## src/rtl/irq_act_pkg.sv

```systemverilog
package irq_act_pkg;

  // Which window an access falls into (offset bit 7)
  typedef enum logic {
    WIN_SET = 1'b0,
    WIN_CLR = 1'b1
  } win_e;

  typedef struct packed {
    logic       hit;       // offset lies in 0x300..0x3FF
    win_e       win;
    logic [6:0] byte_idx;  // byte n inside the window
  } dec_t;

endpackage

```

## src/rtl/iab_decode.sv

```systemverilog
module iab_decode
  import irq_act_pkg::*;
#(
  parameter int NIRQ = 64
) (
  input  logic [9:0] off,
  output dec_t       dec,
  output logic       in_range
);

  always_comb begin
    dec.hit      = (off[9:8] == 2'b11);
    dec.win      = win_e'(off[7]);
    dec.byte_idx = off[6:0];
    in_range     = (int'(off[6:0]) * 8) < NIRQ;
  end

endmodule

```

## src/rtl/iab_bank_store.sv

```systemverilog
module iab_bank_store
  import irq_act_pkg::*;
#(
  parameter int NCPU  = 4,
  parameter int CPU_W = 2
) (
  input  logic                 clk,
  input  logic                 rst,
  input  logic                 wr_en,
  input  win_e                 win,
  input  logic [1:0]           byte_sel,
  input  logic [CPU_W-1:0]     cpu,
  input  logic [7:0]           mask,
  output logic [NCPU*32-1:0]   act
);

  for (genvar g = 0; g < NCPU; g++) begin : g_cpu
    logic [31:0] copy_q;

    always_ff @(posedge clk) begin
      if (rst) begin
        copy_q <= '0;
      end else if (wr_en && (cpu == CPU_W'(g))) begin
        if (win == WIN_SET)
          copy_q[{byte_sel, 3'b000} +: 8] <= copy_q[{byte_sel, 3'b000} +: 8] | mask;
        else
          copy_q[{byte_sel, 3'b000} +: 8] <= copy_q[{byte_sel, 3'b000} +: 8] & ~mask;
      end
    end

    assign act[g*32 +: 32] = copy_q;
  end

endmodule

```

## src/rtl/iab_shared_store.sv

```systemverilog
module iab_shared_store
  import irq_act_pkg::*;
#(
  parameter int NBYTES = 4,
  parameter int SB_W   = 2
) (
  input  logic                  clk,
  input  logic                  rst,
  input  logic                  wr_en,
  input  win_e                  win,
  input  logic [SB_W-1:0]       byte_sel,
  input  logic [7:0]            mask,
  output logic [NBYTES*8-1:0]   act
);

  for (genvar b = 0; b < NBYTES; b++) begin : g_byte
    logic [7:0] lane_q;

    always_ff @(posedge clk) begin
      if (rst) begin
        lane_q <= '0;
      end else if (wr_en && (byte_sel == SB_W'(b))) begin
        if (win == WIN_SET)
          lane_q <= lane_q | mask;
        else
          lane_q <= lane_q & ~mask;
      end
    end

    assign act[b*8 +: 8] = lane_q;
  end

endmodule

```

## src/rtl/irq_active_bank.sv

```systemverilog
module irq_active_bank
  import irq_act_pkg::*;
#(
  parameter int NCPU  = 4,
  parameter int NIRQ  = 64,
  parameter int CPU_W = (NCPU > 1) ? $clog2(NCPU) : 1
) (
  input  logic                 clk,
  input  logic                 rst,
  input  logic [9:0]           reg_off,
  input  logic [7:0]           reg_wdata,
  input  logic                 reg_wr,
  input  logic                 reg_rd,
  input  logic [CPU_W-1:0]     acc_cpu,
  input  logic                 acc_secure,
  input  logic [NCPU*32-1:0]   grp_bank,
  input  logic [NIRQ-33:0]     grp_shr,
  input  logic                 sec_ext_en,
  input  logic                 rev_new,
  output logic [7:0]           rd_data,
  output logic                 bad_acc,
  output logic [NCPU*32-1:0]   act_bank,
  output logic [NIRQ-33:0]     act_shr
);

  localparam int SHR_BYTES = (NIRQ - 32) / 8;
  localparam int SB_W      = (SHR_BYTES > 1) ? $clog2(SHR_BYTES) : 1;
  localparam int BIDX_W    = CPU_W + 5;

  dec_t            dec;
  logic            in_range;
  logic            banked;
  logic [1:0]      bsel_bank;
  logic [SB_W-1:0] bsel_shr;
  logic [BIDX_W-1:0] bank_base;
  logic [7:0]      grp_byte;
  logic [7:0]      filt;
  logic [7:0]      wmask;
  logic            wr_ok;
  logic            bad_nxt;
  logic [7:0]      rd_raw;
  logic [7:0]      rd_nxt;

  iab_decode #(.NIRQ(NIRQ)) dec_i (
    .off      (reg_off),
    .dec      (dec),
    .in_range (in_range)
  );

  always_comb begin
    banked    = dec.byte_idx < 7'd4;
    bsel_bank = dec.byte_idx[1:0];
    bsel_shr  = (in_range && !banked) ? SB_W'(dec.byte_idx - 7'd4) : '0;
    bank_base = {acc_cpu, bsel_bank, 3'b000};

    grp_byte  = banked ? grp_bank[bank_base +: 8] : grp_shr[{bsel_shr, 3'b000} +: 8];
    // non-secure writer sees only group-1 lanes
    filt      = (sec_ext_en && !acc_secure) ? grp_byte : 8'hFF;
    wmask     = reg_wdata & filt;

    wr_ok     = reg_wr && dec.hit && in_range && rev_new;
    bad_nxt   = dec.hit && (reg_wr || reg_rd) && (!in_range || (reg_wr && !rev_new));

    rd_raw    = banked ? act_bank[bank_base +: 8] : act_shr[{bsel_shr, 3'b000} +: 8];
    rd_nxt    = (reg_rd && dec.hit && in_range) ? (rd_raw & filt) : 8'h00;
  end

  iab_bank_store #(.NCPU(NCPU), .CPU_W(CPU_W)) bank_i (
    .clk      (clk),
    .rst      (rst),
    .wr_en    (wr_ok && banked),
    .win      (dec.win),
    .byte_sel (bsel_bank),
    .cpu      (acc_cpu),
    .mask     (wmask),
    .act      (act_bank)
  );

  iab_shared_store #(.NBYTES(SHR_BYTES), .SB_W(SB_W)) shr_i (
    .clk      (clk),
    .rst      (rst),
    .wr_en    (wr_ok && !banked),
    .win      (dec.win),
    .byte_sel (bsel_shr),
    .mask     (wmask),
    .act      (act_shr)
  );

  always_ff @(posedge clk) begin
    if (rst) begin
      rd_data <= '0;
      bad_acc <= 1'b0;
    end else begin
      rd_data <= rd_nxt;
      bad_acc <= bad_nxt;
    end
  end

endmodule

```

## config.mk

```make
export PLATFORM = sky130hd
export DESIGN_NAME = irq_active_bank
export DESIGN_NICKNAME = d
export VERILOG_FILES = /design/src/rtl/irq_act_pkg.sv /design/src/rtl/iab_decode.sv /design/src/rtl/iab_bank_store.sv /design/src/rtl/iab_shared_store.sv /design/src/rtl/irq_active_bank.sv
export SDC_FILE = /design/constraint.sdc
export NUM_CORES = 1
export LEC_CHECK = 0
export ABC_AREA = 1
export BUFFER_PORTS_ARGS = -buffer_cell sky130_fd_sc_hd__buf_2
export CAP_MARGIN = 20
export CORE_MARGIN = 5
export CORE_UTILIZATION = 56
export CTS_CLUSTER_DIAMETER = 30
export DETAILED_ROUTE_END_ITERATION = 8
export PLACE_DENSITY = 0.94
export SYNTH_ARGS = -nofsm -noshare
export SYNTH_HDL_FRONTEND = slang
export SYNTH_SLANG_ARGS = --single-unit
```

## constraint.sdc

```tcl
create_clock -name clk -period 8.6 [get_ports clk]
set_clock_uncertainty 0.15 [all_clocks]
set_input_delay 2.15 -clock clk [delete_from_list [all_inputs] [get_ports clk]]
set_output_delay 2.15 -clock clk [all_outputs]
set_load 0.005 [all_outputs]
```

# Word level (Yosys, flattened, before mapping)
# Cells that the tools add are included.
# classes
muxes	20
eq_ne	7
shifts	17
n_lt_le_gt_ge	2
reduce_logical	29
addsub	2
bitwise	20
# op_table
cell	count
bitwise mux 32 bit	8
variable part select 128 x 8 -> 8 bit	2
variable part select 8 x 7 -> 32 bit	8
variable part select 32 x 6 -> 8 bit	6
2-to-1 mux 32 bit	4
AND 8 bit	10
OR 8 bit	8
2-to-1 mux 8 bit	7
variable shift 8 x 7 -> 32 bit (first input constant)	1
logical AND 1 bit	20
equality test 2 bit (second input constant)	5
< comparator 10 x 7 -> 1 bit (second input constant)	1
NOT 8 bit	1
< comparator 7 x 3 -> 1 bit (second input constant)	1
negation 5 -> 7 bit	1
equality test 2 x 1 -> 1 bit (second input constant)	2
zero test 1 bit	4
zero test 2 bit	2
logical OR 1 bit	2
2-to-1 mux 2 bit	1
OR reduction 2 bit	1
subtractor 2 x 1 -> 2 bit (second input constant)	1
NOT 1 bit	1
# word_totals
in_bits	187
wordCells	107
reg_bits	169
out_inout_bits	169

# Longest topological paths before layout
# logic_depth
ltp_word	13
depth_mapped	18
ltp_nobuf	15

# Cells and area by module
# A second synthesis with hierarchy kept.
# unflattened
cells_unflattened	2331
area_unflattened_um2	13282.7
# modules_own_cells
mod	n_inst	cells_per_inst	area_each_um2
iab_bank_store	1	1141	7214.4
irq_active_bank	1	910	4152.7
iab_shared_store	1	263	1821.7
iab_decode	1	17	93.8

# Worst setup path after synthesis
# No wires, ideal clock.
# synth_path
kind	input -> register
start	input reg_off[1]
end	register bank_i.g_cpu[0].copy_q[0]
path_buffers	3
required_ns	8.380
setup_slack_ns	4.084
cell_stages	10
t_arrival_ns	4.295
path_cell_list	buf_2 -> inv_2 -> buf_2 -> clkbuf_1 -> ha_1 -> inv_2 -> nand2_1 -> nor4_4 -> nand2_1 -> a21oi_1
# synth_via
elab_chain_len	13
word_cells_on_any_way	26
# synth_rtl
item	line_no	source
start, declared	irq_active_bank.sv:10	input logic [9:0] reg_off,
< comparator 7 x 3 -> 1 bit	irq_active_bank.sv:51	banked = dec.byte_idx < 7'd4;
zero test 1 bit	irq_active_bank.sv:53	bsel_shr = (in_range && !banked) ? SB_W'(dec.byte_idx - 7'd4) : '0;
logical AND 1 bit	irq_active_bank.sv:53	
2-to-1 mux 2 bit	irq_active_bank.sv:53	
variable part select 32 x 6 -> 8 bit	irq_active_bank.sv:56	grp_byte = banked ? grp_bank[bank_base +: 8] : grp_shr[{bsel_shr, 3'b000} +: 8];
2-to-1 mux 8 bit	irq_active_bank.sv:56	
2-to-1 mux 8 bit	irq_active_bank.sv:58	filt = (sec_ext_en && !acc_secure) ? grp_byte : 8'hFF;
AND 8 bit	irq_active_bank.sv:59	wmask = reg_wdata & filt;
NOT 8 bit	iab_bank_store.sv:27	copy_q[{byte_sel, 3'b000} +: 8] <= copy_q[{byte_sel, 3'b000} +: 8] & ~mask;
AND 8 bit	iab_bank_store.sv:27	
variable part select 8 x 7 -> 32 bit	iab_bank_store.sv:27	
bitwise mux 32 bit	iab_bank_store.sv:27	
2-to-1 mux 32 bit	iab_bank_store.sv:24	if (win == WIN_SET)
end signal, assigned by index	iab_bank_store.sv:25	copy_q[{byte_sel, 3'b000} +: 8] <= copy_q[{byte_sel, 3'b000} +: 8] | mask;
end signal, assigned by index	iab_bank_store.sv:27	
end, declared	iab_bank_store.sv:18	logic [31:0] copy_q;
# Parallel ways exist; a longest one is shown, timed or not.
# A chain may end at the register's enable or synchronous reset.

# Final worst setup path
# layout_path
start	input reg_off[1]
end	register bank_i.g_cpu[1].copy_q[4]
# layout_via
elab_chain_len	13
word_cells_on_any_way	26
# layout_rtl
item	line_no
< comparator 7 x 3 -> 1 bit	irq_active_bank.sv:51
zero test 1 bit	irq_active_bank.sv:53
logical AND 1 bit	irq_active_bank.sv:53
2-to-1 mux 2 bit	irq_active_bank.sv:53
variable part select 32 x 6 -> 8 bit	irq_active_bank.sv:56
2-to-1 mux 8 bit	irq_active_bank.sv:56
2-to-1 mux 8 bit	irq_active_bank.sv:58
AND 8 bit	irq_active_bank.sv:59
NOT 8 bit	iab_bank_store.sv:27
AND 8 bit	iab_bank_store.sv:27
variable part select 8 x 7 -> 32 bit	iab_bank_store.sv:27
bitwise mux 32 bit	iab_bank_store.sv:27
2-to-1 mux 32 bit	iab_bank_store.sv:24
end signal, assigned by index	iab_bank_store.sv:25
end signal, assigned by index	iab_bank_store.sv:27
end, declared	iab_bank_store.sv:18
# Parallel ways exist; a longest one is shown, timed or not.

==> results.md <==
- Outcome: finished, final reports clean
- Worst r2r dst: rd_data[3]$_SDFF_PP0_
- Clock transition at the registers of the reported paths: ~0.070 ns
- Initial antenna violation count: 3
- Setup CP Type: in -> reg
- Place WS: 3.19 ns
- Max-slew violations: 0
- Maximum achievable frequency: about 200 MHz
- DR vias: 13900
- Seq/Total Area, Yosys: 31.0%
- Pwr Total: 1.88 mW
- Placed cells: 2351
- Post-Route Setup TNS: 0 ns
- Clock Power Share: 42.2%
- P_int: 1.29 mW
- H-tree depth: 4
- CTS Buffer Depth: 2
- Worst setup SP type: input port
- Final wirelength: 45500 µm
- All-layer global routing usage: 38.9%
- Yosys cell types: 40
- HPWL after DPL: 33400 µm
- CP Capture Type: flip-flop
- Mean Syn Cell Area: 6.02 µm²
- CP arrival: 5.25 ns
- DR WL/cell: approximately 19 µm
- Crit-path slowest cell: buf_4
- Initial Util: 56.4%
- Cts repair resizes: 0
- First-pass DRT Iterations: 6
- Sink Count: 169
- Pwr per Cell Area: 142 nW/µm²
- Fraction of layout cells with a size suffix above 1: around 22%
- Warnings from Yosys: 0
- Max Cap Viol: 0
- Synth top area cells: dfxtp_1 31%, nand2_1 26%, a21oi_1 8.8%, nand3_1 5.9%, inv_1 5.7%
- Area leader, netlist: dfxtp_1
- CP Max Fanout: 47
- Final hold vios: 0
- Combinational share of power: 16.3%
- Required @ worst endpoint: 8.74 ns
- Die Y: 150 µm
- Static Leak: between 6 and 7 nW
- Post-Synthesis Cells: around 1800
- WP depth: 16
- Seq cells post-synth: approximately 170
- Sw Share: about a third
- Clock Latency Late Sink: around 0.44 ns
- Crit path largest cell delay: 0.45 ns
- Cell count of the worst reg-to-reg path: 6
- Net Count, Synth: 2002
- Final Non-Filler Cells: 2386
- HP Class: reg -> reg
- GPL Wtd Cong: 0.986
- Crit path top cell by count: nand2_1
- Slew margin rel.: between 30% and 40%
- Core area: 19300 µm²
- CTS tree: done
- Rows: 51
- Drt via density: 5.82
- GR Overflow Total: 0
- ANT nets after route: 0
- Mapped cell area: 10900 µm²
- Layout Nets: between 2000 and 2500
- DRC Markers: 0
- Post-CTS Setup Bufs: 0
- Flop pwr share: roughly 42%
- Worst R2R Start: bank_i.g_cpu[1].copy_q[3]$_SDFFE_PP0P_
- WHS Path Cells: 2
- CTS hold repair buffers: 0
- Worst path cell trace: buf_2, buf_4, inv_2, buf_4, nor2_4, inv_4, nand2_1, nand2_1, nand2_1, nand3_1, nand2_2, inv_2, nand2_1, nand2_1, nand2_1, a21oi_1
- Vias in the first global route: 12400
- DRT iter0 DRCs: about 1900
- Fin crit period: around 5.1 ns
- Root buf cell: clkbuf_16
- First-pass GRT wire length: between 60000 and 70000 µm
- Largest net degree at the start of global routing: between 80 and 90
- Worst path bufs/invs: 6
- Worst slew pin tran: 0.961 ns
- Die W: 150 µm
- Input/output buffers: roughly 360
- Area grow syn2layout: 21.4%
- Total I/O pin count: 356
- Net Switching: 0.591 mW
- Tcrit/Tclk final: 59.4%
- R2R setup slack: ~6.2 ns
- Number of buffers created by CTS: 17
- Unrepaired setup endpoints after global routing: no
- Final setup violation count: 0
- Synth top area share: 31.0%
- Die area: 22400 µm²
- Peak supply drop: 0.148 mV
- Top Family by Delay on Critical Path: buffers and inverters
- Setup ws final: 3.49 ns
[worst reg2reg max path: cells and delay by family (launching register included)]
| kind | cells | cell delay, ns |
|---|---|---|
| DFF | 1 | 0.39 |
| and+or+nand+nor | 2 | 0.77 |
| AOI/OAI and AO/OA | 4 | 0.94 |
[metrics by stage]
stage	utilization [%]	hold slack [ns]	instance area (µm²)
global placement	65.3	0.316	12600
CTS	68.5	0.330	13200
detailed placement	65.3	0.318	12600
finish	68.5	0.328	13200
global route	68.5	0.345	13200
floorplan	-	0.303	10900
[routing by layer]
metal / wire length, µm / vias up / track usage (%)
met5: 11 / - / 0
met2: 20500 / 1105 / 62.0
met3: 6140 / 180 / 8.18
met1: 16900 / 6164 / 51.6
met4: 1930 / 2 / 15.7
li1: - / 6432 / -
[cell usage after synthesis]
master     count
nand2_2       11
a32o_1         3
a21oi_1      192
inv_4          2
nand2_4        6
o21ai_1       37
a41oi_1        2
buf_6         10
inv_2         14
nor4_4         4
nand3b_1       5
nand3_2        7
o2111a_1       1
a32oi_1       22
nor3_1         2
buf_4          4
buf_2         38
clkinv_1       4
nor2_1        61
and2_1         2
o21ai_0       41
nor4b_1        3
a2bb2oi_1      5
clkbuf_1      26
nand4_1       26
nand2_1      748
buf_1         12
dfxtp_1      169
a211oi_1       1
nand4_2        1
nand3_1      128
inv_1        167
nor2_2        12
o22ai_1       18
ha_1           4
a31oi_1        3
nor2_4        11
o21ai_2        7
o211ai_1       1
o211a_1        1
[area by class of cell]
cell class | count | area (µm²)
Fill cell | 1733 | 6090
Antenna cell | 3 | 7.51
Inverter | 187 | 708
Clock inverter | 15 | 183
Clock buffer | 17 | 425
Sequential cell | 169 | 3380
Timing Repair Buffer | 365 | 1860
Tap cell | 265 | 332
Multi-Input combinational cell | 1365 | 6340
[placed cells by master, fill, tap and decap left out, drive strengths merged, types with 2 or more instances in the layout]
master    Yosys  final
nand2       765    765
buf          64    365
a21oi       192    192
inv         183    188
dfxtp       169    169
nand3       135    135
o21ai        85     85
nor2         84     84
nand4        27     27
a32oi        22     22
o22ai        18     18
clkbuf       26     17
clkinv        4     11
nand3b        5      5
a2bb2oi       5      5
nor4          4      4
ha            4      4
diode         0      3
a32o          3      3
a31oi         3      3
nor4b         3      3
and2          2      2
nor3          2      2
a41oi         2      2
clkinvlp      0      2
[logic make-up (layout without fill, tap and decap cells)]
family	count (synthesis)	after routing	share of synthesized area, %
other cells	0	3	0
simple gates	1027	1027	40.6
fa+ha+maj	4	4	0.459
buf+inv	277	584	10.8
compound gates	334	334	17.1
flops	169	169	31.0
[power by group through the flow]
| stage | clock network [mW] | registers, mW | logic [mW] |
|---|---|---|---|
| 6_report | 0.794 | 0.782 | 0.306 |
| 5_1_grt | 0.826 | 0.782 | 0.330 |
| 4_1_cts | 0.789 | 0.782 | 0.295 |
| 3_5_place_dp | 0 | 0.801 | 0.293 |
| 3_3_place_gp | 0 | 0.801 | 0.289 |
| 2_1_floorplan | 0 | 0.801 | 0.190 |
[worst max-delay path by stage]
stage                     slack (ns)        from                                      end
after floorplan                 4.08  reg_off[1]   bank_i.g_cpu[0].copy_q[0]$_SDFFE_PP0P_
after global placement          3.24  reg_off[1]   bank_i.g_cpu[1].copy_q[4]$_SDFFE_PP0P_
after detailed placement        3.19  reg_off[1]  bank_i.g_cpu[0].copy_q[30]$_SDFFE_PP0P_
after CTS                       3.62  reg_off[1]  bank_i.g_cpu[0].copy_q[30]$_SDFFE_PP0P_
after global routing            3.31  reg_off[1]   bank_i.g_cpu[1].copy_q[4]$_SDFFE_PP0P_
final                           3.49  reg_off[1]   bank_i.g_cpu[1].copy_q[4]$_SDFFE_PP0P_
No activity file was read; power rests on OpenSTA's default activity.
